[config.mk]
export PLATFORM = sky130hd
export DESIGN_NAME = raster_timing_gen
export DESIGN_NICKNAME = d
export VERILOG_FILES = /design/src/rtl/raster_pkg.sv /design/src/rtl/raster_axis_counter.sv /design/src/rtl/raster_decode.sv /design/src/rtl/raster_timing_gen.sv
export SDC_FILE = /design/constraint.sdc
export NUM_CORES = 1
export LEC_CHECK = 0
export CAP_MARGIN = 10
export CORE_MARGIN = 3
export CORE_UTILIZATION = 35
export DETAILED_ROUTE_END_ITERATION = 8
export HOLD_SLACK_MARGIN = 0.05
export PLACE_DENSITY = 0.68
export SYNTH_ARGS = -nofsm -noshare
export SYNTH_HDL_FRONTEND = slang
export SYNTH_SLANG_ARGS = --single-unit
export TNS_END_PERCENT = 50
[constraint.sdc]
create_clock -name clk -period 2.4 [get_ports clk]
set_input_delay 0.48 -clock clk [delete_from_list [all_inputs] [get_ports clk]]
set_output_delay 0.48 -clock clk [all_outputs]
set_load 0.01 [all_outputs]
[src/rtl/raster_pkg.sv]
package raster_pkg;

   typedef struct packed {
      logic hsync;
      logic vsync;
      logic active;
      logic vblank;
      logic line_end;
      logic frame_end;
      logic frame_end_m2;
      logic vis_next;
      logic vis_next_m2;
   } raster_flags_t;

   function automatic int width_for(input int count);
      int w;
      w = 1;
      while ((1 << w) < count) w = w + 1;
      return w;
   endfunction

endpackage

[src/rtl/raster_axis_counter.sv]
module raster_axis_counter #(
   parameter int TOTAL = 8,
   parameter int W     = 3
) (
   input  logic [W-1:0] cur,
   input  logic         step,
   input  logic         clear,
   output logic [W-1:0] nxt,
   output logic         at_last
);
   generate
      if (TOTAL < 2) begin : g_bad_total
         $error("raster_axis_counter: TOTAL must be at least 2");
      end
      if ((1 << W) < TOTAL) begin : g_bad_width
         $error("raster_axis_counter: W too small for TOTAL");
      end
   endgenerate

   always_comb begin
      at_last = (int'(cur) == TOTAL - 1);
      if (clear)
         nxt = '0;
      else if (!step)
         nxt = cur;
      else if (at_last)
         nxt = '0;
      else
         nxt = cur + 1'b1;
   end
endmodule

[src/rtl/raster_decode.sv]
module raster_decode
   import raster_pkg::*;
#(
   parameter int H_ACTIVE      = 6,
   parameter int H_SYNC_BEGIN  = 7,
   parameter int H_SYNC_END    = 9,
   parameter int H_TOTAL       = 11,
   parameter int V_ACTIVE      = 4,
   parameter int V_SYNC_BEGIN  = 5,
   parameter int V_SYNC_END    = 6,
   parameter int V_TOTAL       = 7,
   parameter int XW            = 4,
   parameter int YW            = 3
) (
   input  logic [XW-1:0]  x,
   input  logic [YW-1:0]  y,
   output raster_flags_t  flags
);
   localparam int X_LAST  = H_TOTAL - 1;
   localparam int X_LAST2 = H_TOTAL - 2;
   localparam int Y_LAST  = V_TOTAL - 1;

   logic x_last, x_last2, y_last, vis_row_cond;

   always_comb begin
      x_last       = (int'(x) == X_LAST);
      x_last2      = (int'(x) == X_LAST2);
      y_last       = (int'(y) == Y_LAST);
      vis_row_cond = y_last || (int'(y) < V_ACTIVE - 1);

      flags.hsync        = (int'(x) >= H_SYNC_BEGIN) && (int'(x) < H_SYNC_END);
      flags.vsync        = (int'(y) >= V_SYNC_BEGIN) && (int'(y) < V_SYNC_END);
      flags.active       = (int'(x) < H_ACTIVE) && (int'(y) < V_ACTIVE);
      flags.vblank       = (int'(y) >= V_ACTIVE) ||
                           ((int'(y) == V_ACTIVE - 1) && (int'(x) >= H_ACTIVE));
      flags.line_end     = x_last;
      flags.frame_end    = x_last && y_last;
      flags.frame_end_m2 = x_last2 && y_last;
      flags.vis_next     = x_last && vis_row_cond;
      flags.vis_next_m2  = x_last2 && vis_row_cond;
   end
endmodule

[src/rtl/raster_timing_gen.sv]
module raster_timing_gen
   import raster_pkg::*;
#(
   parameter int H_ACTIVE      = 6,
   parameter int H_SYNC_BEGIN  = 7,
   parameter int H_SYNC_END    = 9,
   parameter int H_TOTAL       = 11,
   parameter int V_ACTIVE      = 4,
   parameter int V_SYNC_BEGIN  = 5,
   parameter int V_SYNC_END    = 6,
   parameter int V_TOTAL       = 7,
   localparam int XW           = width_for(H_TOTAL),
   localparam int YW           = width_for(V_TOTAL)
) (
   input  logic          clk,
   input  logic          rst,
   output logic [XW-1:0] col,
   output logic [YW-1:0] row,
   output logic          hsync,
   output logic          vsync,
   output logic          active,
   output logic          vblank,
   output logic          line_end,
   output logic          frame_end,
   output logic          frame_end_m2,
   output logic          vis_line_next,
   output logic          vis_line_next_m2
);
   generate
      if (H_TOTAL < 3) begin : g_bad_htotal
         $error("raster_timing_gen: H_TOTAL must be at least 3");
      end
      if (V_TOTAL < 2) begin : g_bad_vtotal
         $error("raster_timing_gen: V_TOTAL must be at least 2");
      end
      if (H_ACTIVE < 1 || H_ACTIVE > H_TOTAL) begin : g_bad_hact
         $error("raster_timing_gen: H_ACTIVE out of range");
      end
      if (V_ACTIVE < 1 || V_ACTIVE > V_TOTAL) begin : g_bad_vact
         $error("raster_timing_gen: V_ACTIVE out of range");
      end
      if (H_SYNC_BEGIN > H_SYNC_END || H_SYNC_END > H_TOTAL) begin : g_bad_hsync
         $error("raster_timing_gen: horizontal sync window out of range");
      end
      if (V_SYNC_BEGIN > V_SYNC_END || V_SYNC_END > V_TOTAL) begin : g_bad_vsync
         $error("raster_timing_gen: vertical sync window out of range");
      end
   endgenerate

   logic [XW-1:0] col_nxt;
   logic [YW-1:0] row_nxt;
   logic          col_wrap;
   logic          row_wrap_unused;
   raster_flags_t flags_nxt;
   raster_flags_t flags_q;

   raster_axis_counter #(.TOTAL(H_TOTAL), .W(XW)) u_col (
      .cur     (col),
      .step    (1'b1),
      .clear   (rst),
      .nxt     (col_nxt),
      .at_last (col_wrap)
   );

   raster_axis_counter #(.TOTAL(V_TOTAL), .W(YW)) u_row (
      .cur     (row),
      .step    (col_wrap),
      .clear   (rst),
      .nxt     (row_nxt),
      .at_last (row_wrap_unused)
   );

   raster_decode #(
      .H_ACTIVE     (H_ACTIVE),
      .H_SYNC_BEGIN (H_SYNC_BEGIN),
      .H_SYNC_END   (H_SYNC_END),
      .H_TOTAL      (H_TOTAL),
      .V_ACTIVE     (V_ACTIVE),
      .V_SYNC_BEGIN (V_SYNC_BEGIN),
      .V_SYNC_END   (V_SYNC_END),
      .V_TOTAL      (V_TOTAL),
      .XW           (XW),
      .YW           (YW)
   ) u_dec (
      .x     (col_nxt),
      .y     (row_nxt),
      .flags (flags_nxt)
   );

   always_ff @(posedge clk) begin
      col     <= col_nxt;
      row     <= row_nxt;
      flags_q <= flags_nxt;
   end

   assign hsync            = flags_q.hsync;
   assign vsync            = flags_q.vsync;
   assign active           = flags_q.active;
   assign vblank           = flags_q.vblank;
   assign line_end         = flags_q.line_end;
   assign frame_end        = flags_q.frame_end;
   assign frame_end_m2     = flags_q.frame_end_m2;
   assign vis_line_next    = flags_q.vis_next;
   assign vis_line_next_m2 = flags_q.vis_next_m2;
endmodule

==> run metrics, run 1 <==
WL per Instance 11.6 um; DP Cell Count 114; vias in the first global route 494; min cycle time layout 1.90 ns; postcts setup bufs 0; layout cells sized above 1 6.45%; ys flop type dfxtp_1; Die Footprint 2580 um^2; Switching Share 22.8%; All-Layer GR Usage 11.5%; root buffer cell clkbuf_4; clk sinks 16; Port Buf Inserts 17; CP Launch Type flop; synth unique cells 29; Layout Nets 98; Avg Inst Size Synth 9.00 um^2; worst slew pin tran 0.491 ns; CP arrival 1.42 ns; post-route core utilization 50.3%; Comb pwr share 9.8%; CTS resizes 0; area grow syn2layout 29.1%; maximum VDD drop 387 uV; cell accounting for the most synthesized area dfxtp_1; clock transition at the registers of the reported paths 0.09 ns; RSZ-0062 raised after global routing false; filler instances 172; CP required 1.92 ns; FMAX 0.526 GHz; Final GP Congestion 0.786; CP max stage delay 0.61 ns; final WL 1370 um; clock skew 0.00111 ns; antenna viol nets, final 0; leakage power 0.333 nW; Synthesis Warnings 0; initial antenna violation count 0; register area share after synthesis 45.6%; Clock Latency Late Sink 0.28 ns; Post-Syn Instances 78; CTS H-tree depth 1; total grt overflow 0; CTS Hold Bufs 0; final setup violation count 0; Fin. Hold Viols 0; 1st-pass router iterations 4; Antenna Cells 0; Num CTS Buffers 3; Seq pwr share 55.8%; Core ar. 1800 um^2; cells along the critical path clkdlybuf4s50_1; Final Max Tran Viols 0; dpl hpwl 972 um; crit end category output port; Buf+Inv Stages, Crit Path 1; Synth top area share 45.6%; Initial DRC Count 20; row cnt 15; fraction of registers with async set/reset 0%; power consumption 0.500 mW; status completed; Tcrit/Tclk final 79.2%; Area contributors post-synth dfxtp_1, nor3b_1, nor2_1, ha_1, nor4_1; synthesized net count 82; clk buf depth 2; CTS tree yes; Die X 50.8 um; Rel. slew slack 67.2%; Hold Crit Class reg -> reg; Starting Density 39.0%; critical path class reg -> out; crit path max fanout 11; Post-Layout Cell Count 118; Post-synth EDFFs 0; slowest stage cell, crit path clkdlybuf4s50_1; routed vias/inst 5.02; Switching Power 0.114 mW; setup TNS 0 ns; largest net degree at the start of global routing 12; synthesized area 702 um^2; Pwr per Cell Area 552 nW/um^2; max_cap viols 0; global-route wire length before repair 2190 um; Clk pwr share 34.4%; Seq cells post-synth 16; # DRC 0; Via Count 592; I/O pin total 18; Pint 0.386 mW; Die Y 50.8 um; cell family with most CP delay buffers and inverters
synthesized netlist by cell type (2+ instances only):
library cell / count
nor3_1: 2
a31oi_1: 2
nand4b_1: 2
nand3_1: 3
nor4_1: 4
nor2_1: 7
clkbuf_1: 4
ha_1: 2
nand2_1: 6
a21oi_1: 3
nor2b_1: 2
inv_1: 4
nor3b_1: 4
dfxtp_1: 16
xnor2_1: 2
o21ai_0: 2
layout make-up:
| class | count | area (um^2) | area share, % |
|---|---|---|---|
| inverter | 4 | 15.0 | 1.66 |
| sequential | 16 | 320 | 35.4 |
| timing repair buffer | 17 | 170 | 18.8 |
| clock buffer | 4 | 36.3 | 4.01 |
| multi-input combinational | 52 | 333 | 36.7 |
| tap | 25 | 31.3 | 3.45 |
cells in the final DEF (no fill, tap or decap), drive strengths merged, types with 3 or more instances in the layout:
cell type,Yosys,routed
dfxtp,16,16
nand3,3,3
inv,4,4
nor4,4,4
nor3b,4,4
clkdlybuf4s50,0,17
nand2,6,6
clkbuf,4,4
a21oi,3,3
nor2,7,7
o21ai,3,3
metal layers:
layer / vias to the layer above / track usage (%) / wire [um]
met4: 0 / 4.04 / 13
met2: 23 / 17.0 / 576
met5: - / 0 / 0
met3: 2 / 6.23 / 105
li1: 304 / - / -
met1: 263 / 14.1 / 673
worst register-to-register path: stages, from the launching register on:
cell	delay, ns
dfxtp_1	0.48
inv_1	0.08
ha_1	0.24
and3b_1	0.29
nor3b_1	0.32
o21ai_1	0.14
nor4_1	0.24
worst paths after layout:
path	startpoint	to	slack, ns	cells after the start
max reg2reg	col[0]	frame_end_m2	0.52	6
min reg2reg	row[0]	row[0]	0.59	2
max	row[1]	row[1]	0.50	1
min	row[0]	row[0]	0.59	2
power by group through the flow:
| stage | registers [mW] | logic (mW) | clock network (mW) |
|---|---|---|---|
| 2_1_floorplan | 0.285 | 0.0300 | 0 |
| 3_3_place_gp | 0.285 | 0.0478 | 0 |
| 3_5_place_dp | 0.285 | 0.0477 | 0 |
| 4_1_cts | 0.279 | 0.0482 | 0.179 |
| 5_1_grt | 0.281 | 0.0522 | 0.193 |
| 6_report | 0.279 | 0.0489 | 0.172 |
flip-flops by register name, indices dropped and copies added, names as in the netlist:
signal	cells
vsync	1
frame_end_m2	1
vis_line_next	1
line_end	1
row	3
vis_line_next_m2	1
vblank	1
active	1
hsync	1
frame_end	1
col	4
through the flow:
step           cell area [um^2]  worst slack [ns]  hold WS, ns
3_3_place_gp                870             0.534        0.582
4_1_cts                     906             0.498        0.589
3_5_place_dp                870             0.513        0.575
2_1_floorplan               702             0.690        0.582
5_1_grt                     906             0.414        0.640
6_report                    906             0.500        0.595
logic make-up after synthesis:
kind of cell	synth area share, %
AO/OA/AOI/OAI	10.9
buffers and inverters	6.95
AND/OR/NAND/NOR	27.8
XOR/XNOR	3.74
flip-flops	45.6
adder cells (fa/ha/maj)	3.56
multiplexers	1.43
(Power assumes the default switching activity.)
==> run 2, diff against run 1 <==
==> constraint.sdc (replaced) <==
create_clock -name clk -period 1.8 [get_ports clk]
set_input_delay 0.36 -clock clk [delete_from_list [all_inputs] [get_ports clk]]
set_output_delay 0.36 -clock clk [all_outputs]
set_load 0.01 [all_outputs]
==> run 2 against run 1 <==
Worst hold slack got worse by 0.051 ns. Highest routed layer unchanged. Critical endpoint is now col[2]. Clock power increased by 34%. Utilization increased by 2.2 points. Cell count increased by 4.2%. First-iteration DRC count decreased by 35%. Largest power group unchanged. Die area unchanged.
==> run metrics, run 2 (same netlist as run 1, synthesis figures left out) <==
status completed; Die Y 50.8 um (unchanged); dpl hpwl 1070 um (+10%); Post-Layout Cell Count 123 (+4.2%); crit end category output port; Hold Crit Class reg -> reg; vias in the first global route 554 (+12%); Pint 0.518 mW (+34%); critical path class reg -> out; # DRC 0 (unchanged); CP Launch Type flop; setup TNS 0 ns (unchanged); CP arrival 1.36 ns (-0.06 ns); area grow syn2layout 34.8%; layout cells sized above 1 13.3% (+6.8 points); CTS tree yes; Final Cell Area 946 um^2 (+4.4%); cells along the critical path clkdlybuf4s50_1; routed vias/inst 4.89 (-2.4%); postcts setup bufs 0 (unchanged); Switching Share 23.1% (+0.27 points); Clock Latency Late Sink 0.28 ns (about the same); Rel. slew slack 70.7% (+3.5 points); Final Max Tran Viols 0 (unchanged); max FFs per register 4 (unchanged); Clk pwr share 34.2% (-0.2 points); cell family with most CP delay buffers and inverters; All-Layer GR Usage 12.1% (+0.56 points); max_cap viols 0 (unchanged); row cnt 15 (unchanged); Die Footprint 2580 um^2 (unchanged); FMAX 0.581 GHz; Pwr per Cell Area 712 nW/um^2 (+29%); clk sinks 16 (unchanged); final WL 1410 um (+3.4%); slowest stage cell, crit path clkdlybuf4s50_1; min cycle time layout 1.72 ns; global-route wire length before repair 2340 um (+6.6%); Port Buf Inserts 17 (unchanged); 1st-pass router iterations 4 (unchanged); Comb pwr share 10.9% (+1.1 points); clk buf depth 2 (unchanged); worst slew pin tran 0.439 ns (-0.0519 ns); largest net degree at the start of global routing 12 (unchanged); CP max stage delay 0.59 ns (-0.02 ns); Seq pwr share 54.9% (-0.9 points); Num CTS Buffers 3 (unchanged); CTS resizes 0 (unchanged); Fin. Hold Viols 0 (unchanged); final setup violation count 0 (unchanged); DP Cell Count 119 (+4.4%); Biggest register col; initial antenna violation count 0 (unchanged); total grt overflow 0 (unchanged); Final GP Congestion 0.781 (-0.70%); CP required 1.44 ns (-0.48 ns); largest registers in the final layout col x4, row x3; Antenna Cells 0 (unchanged); Switching Power 0.156 mW (+36%); Layout Nets 103 (+5.1%); WL per Instance 11.5 um (-0.84%); Buf+Inv Stages, Crit Path 1 (unchanged); commonest non-fill, non-tap cells in the layout clkdlybuf4s50_1, dfxtp_1, nor2_1; Die X 50.8 um (unchanged); hold_ws 0.543 ns (-0.0514 ns); Starting Density 39.0% (unchanged); Tcrit/Tclk final 95.6%; RSZ-0062 raised after global routing false; root buffer cell clkbuf_4; Core ar. 1800 um^2 (unchanged); maximum VDD drop 333 uV (-14%); Initial DRC Count 13 (-35%); Via Count 602 (+1.7%); leading cell type in the layout, fill and taps excluded clkdlybuf4s50_1; I/O pin total 18 (unchanged); antenna viol nets, final 0 (unchanged); clock transition at the registers of the reported paths 0.09 ns (about the same); leakage power 0.359 nW (+7.8%); Placed Area 907 um^2 (+4.3%); crit path max fanout 9 (-2); CTS H-tree depth 1 (unchanged); CTS Hold Bufs 0 (unchanged); clock skew 0.000621 ns (-0.000488 ns)
## run 2: layout make-up
class                   instances  area (um^2)
clock buffers                   4         36.3
fillers                       184          856
inverters                       4         15.0
multi-input cells              52          333
flip-flops and latches         16          323
well taps                      25         31.3
repair buffers                 22          208
## run 2: layer usage
| metal | vias to the layer above | global-route usage [%] | routed length, um |
|---|---|---|---|
| met5 | - | 0 | 0 |
| met1 | 276 | 15.2 | 713 |
| met3 | 2 | 3.56 | 58 |
| met2 | 14 | 18.9 | 628 |
| li1 | 310 | - | - |
| met4 | 0 | 5.38 | 13 |
## run 2: worst paths after layout
check,startpoint,end,slack [ns],cells after the start
hold reg to reg,row[1],vsync,0.54,1
setup reg to reg,col[1],vis_line_next_m2,0.20,5
setup / recovery,col[2],col[2],0.08,1
hold / removal,row[1],vsync,0.54,1
## run 2: worst register-to-register path, stage by stage (launching register included)
cell and delay [ns]:
dfxtp_1 0.41, ha_1 0.24, and3b_1 0.25, nor3b_1 0.08, a2111oi_1 0.42, nor4_1 0.08
## run 2: power groups by stage
stage	sequential [mW]	combinational [mW]	clock (mW)
4_1_cts	0.370	0.0734	0.241
2_1_floorplan	0.380	0.0400	0
3_5_place_dp	0.378	0.0724	0
3_3_place_gp	0.378	0.0713	0
5_1_grt	0.372	0.0796	0.269
6_report	0.370	0.0734	0.230
## run 2: through the flow
step / total power [mW] / setup WS, ns / utilization [%]
after global routing: 0.721 / 0.00330 / 52.5
after CTS: 0.684 / 0.0152 / 52.4
final: 0.673 / 0.0800 / 52.5
after global placement: 0.449 / 0.159 / 50.3
after floorplan: 0.420 / 0.0903 / -
after detailed placement: 0.450 / 0.166 / 50.3
==> run 3, diff against run 2 <==
--- a/config.mk
+++ b/config.mk
@@ -5,12 +5,14 @@
 export SDC_FILE = /design/constraint.sdc
 export NUM_CORES = 1
 export LEC_CHECK = 0
+export ABC_AREA = 1
 export CAP_MARGIN = 10
 export CORE_MARGIN = 3
 export CORE_UTILIZATION = 35
 export DETAILED_ROUTE_END_ITERATION = 8
+export GPL_ROUTABILITY_DRIVEN = 0
 export HOLD_SLACK_MARGIN = 0.05
-export PLACE_DENSITY = 0.68
+export PLACE_DENSITY = 0.69
 export SYNTH_ARGS = -nofsm -noshare
 export SYNTH_HDL_FRONTEND = slang
 export SYNTH_SLANG_ARGS = --single-unit
==> run 3 against run 2 <==
Critical path depth unchanged. First-iteration DRC count decreased by 46%. Non-clock buffer count decreased by 4. Final area decreased by 3.6%. Cell count increased by 8.1%. Largest cell class is now sequential cells. Clock skew increased by 0.0049 ns. Critical endpoint unchanged. Sequential power about the same. Fmax decreased by 1.1%. Worst hold slack improved by 0.066 ns. Sequential share of layout area increased by 0.99 points. Clock-buffer cell count decreased by 1. Register-to-register slack improved by 0.13 ns.
==> run metrics, run 3 <==
Num CTS Buffers 3 (unchanged); 1st-pass router iterations 4 (unchanged); # DRC 0 (unchanged); Antenna Cells 0 (unchanged); RSZ-0062 raised after global routing false; area grow syn2layout 34.0%; worst slew pin tran 0.301 ns (-0.138 ns); Die Y 50.1 um (-1.3%); cells along the critical path clkdlybuf4s50_1; antenna viol nets, final 0 (unchanged); post-route core utilization 51.2% (-1.3 points); largest registers in the final layout col x4, row x3; largest net degree at the start of global routing 9 (-3); clock transition at the registers of the reported paths 0.09 ns (about the same); CP required 1.44 ns (about the same); Seq cells post-synth 16 (unchanged); Post-synth EDFFs 0 (unchanged); critical path class reg -> out; Via Count 619 (+2.8%); Hold Crit Class reg -> reg; total grt overflow 0 (unchanged); max FFs per register 4 (unchanged); synth unique cells 16 (-45%); global-route wire length before repair 2290 um (-2.1%); crit end category output port; synthesized area 681 um^2 (-3.0%); setup TNS 0 ns (unchanged); Initial DRC Count 7 (-6); CTS resizes 0 (unchanged); final setup violation count 0 (unchanged); register area share after synthesis 47.1% (+1.4 points); Fin. Hold Viols 0 (unchanged); Starting Density 38.2% (-0.78 points); CTS tree yes; CP Launch Type flop; Final Max Tran Viols 0 (unchanged); fraction of registers with async set/reset 0% (unchanged); Biggest register col; Avg Inst Size Synth 7.82 um^2 (-13%); row cnt 15 (unchanged); commonest non-fill, non-tap cells in the layout nand2_1, clkdlybuf4s50_1, dfxtp_1; crit path max fanout 6 (-3); ys flop type dfxtp_1; setup slack after layout 0.0608 ns (-0.0192 ns); Area contributors post-synth dfxtp_1, nand2_1, nand3_1, inv_1, nand4_1; Die X 50.1 um (-1.3%); CTS H-tree depth 1 (unchanged); clk buf depth 2 (unchanged); min cycle time layout 1.74 ns (+0.0192 ns); root buffer cell clkbuf_4; Synth top area share 47.1% (+1.4 points); most common cell in the synthesized netlist nand2_1; Rel. slew slack 79.9% (+9.2 points); dpl hpwl 1110 um (+3.3%); cell accounting for the most synthesized area dfxtp_1; layout cells sized above 1 13.9% (+0.62 points); Pwr per Cell Area 671 nW/um^2 (-5.8%); synthesized net count 91 (+11%); initial antenna violation count 0 (unchanged); r2r setup slk 0.33 ns (+0.13 ns); status completed; routed vias/inst 4.65 (-4.9%); CP max stage delay 0.60 ns (about the same); All-Layer GR Usage 12.1% (about the same); postcts setup bufs 0 (unchanged); power consumption 0.612 mW (-9.2%); clock skew 0.00556 ns (+0.00494 ns); Post-Syn Instances 87 (+12%); FMAX 0.575 GHz (-1.1%); I/O pin total 18 (unchanged); max_cap viols 0 (unchanged); pre-CTS setup slack 0.182 ns (+0.0153 ns); maximum VDD drop 515 uV (+55%); CTS Hold Bufs 0 (unchanged); Port Buf Inserts 17 (unchanged); leakage power 0.382 nW (+6.4%); Die Footprint 2510 um^2 (-2.7%); final WL 1430 um (+1.1%); top cells by count, synth nand2_1, dfxtp_1, inv_1; Buf+Inv Stages, Crit Path 1 (unchanged); Clock Latency Late Sink 0.28 ns (about the same); Layout Nets 114 (+11%); cell family with most CP delay buffers and inverters; Tcrit/Tclk final 96.6% (+1.1 points); WL per Instance 10.7 um (-6.5%); Synthesis Warnings 0 (unchanged); vias in the first global route 528 (-4.7%); slowest stage cell, crit path clkdlybuf4s50_1; CP arrival 1.38 ns (+0.02 ns); clk sinks 16 (unchanged); Core ar. 1780 um^2 (-1.0%)
run 3: changes by cell type after synthesis, sizes merged, moves of 3 or more:
cell,previous run,this run
nand3,3,10
clkbuf,4,0
nor3b,4,0
nand2,6,20
a21oi,3,0
nor2,7,16
nor4,4,0
inv,4,13
nand4,0,7
run 3: worst paths after layout:
check / cells after the start / from / endpoint
min: 3 / row[2] / row[0]
max: 1 / col[2] / col[2]
max reg2reg: 8 / col[1] / frame_end
min reg2reg: 3 / row[2] / row[0]
run 3: where the power goes:
| group | internal [mW] | switching [mW] | total (mW) |
|---|---|---|---|
| combinational | 0.0270 | 0.0353 | 0.0622 |
| sequential | 0.361 | 0.00863 | 0.369 |
| clock | 0.0775 | 0.103 | 0.180 |
| total | 0.465 | 0.147 | 0.612 |
run 3: cells by family after synthesis:
| group | count (synthesis) | share of synthesized area (%) |
|---|---|---|
| buffers and inverters | 13 | 7.17 |
| xor gates and xnor gates | 1 | 1.29 |
| DFF | 16 | 47.1 |
| and+or+nand+nor | 53 | 38.8 |
| adders and majority gates | 2 | 3.68 |
| AOI/OAI and AO/OA | 2 | 2.02 |
run 3: stage by stage:
stage	std cells	hold slack, ns	cell area (um^2)
2_1_floorplan	87	0.521	681
3_3_place_gp	130	0.591	890
3_5_place_dp	130	0.590	890
4_1_cts	133	0.609	912
5_1_grt	133	0.651	912
6_report	133	0.609	912
run 3: area by class of cell:
type                            instances  area (um^2)
Fill cell                             185          871
Sequential cell                        16          320
Multi-Input combinational cell         58          312
Timing Repair Buffer                   18          178
Inverter                               13         48.8
Tap cell                               25         31.3
Clock buffer                            3         22.5
run 3: per-layer routing:
layer	vias up	wire [um]	global-route usage [%]
met2	16	649	18.5
li1	321	-	-
met4	0	31	6.91
met1	278	684	15.7
met5	-	0	0
met3	4	62	2.11
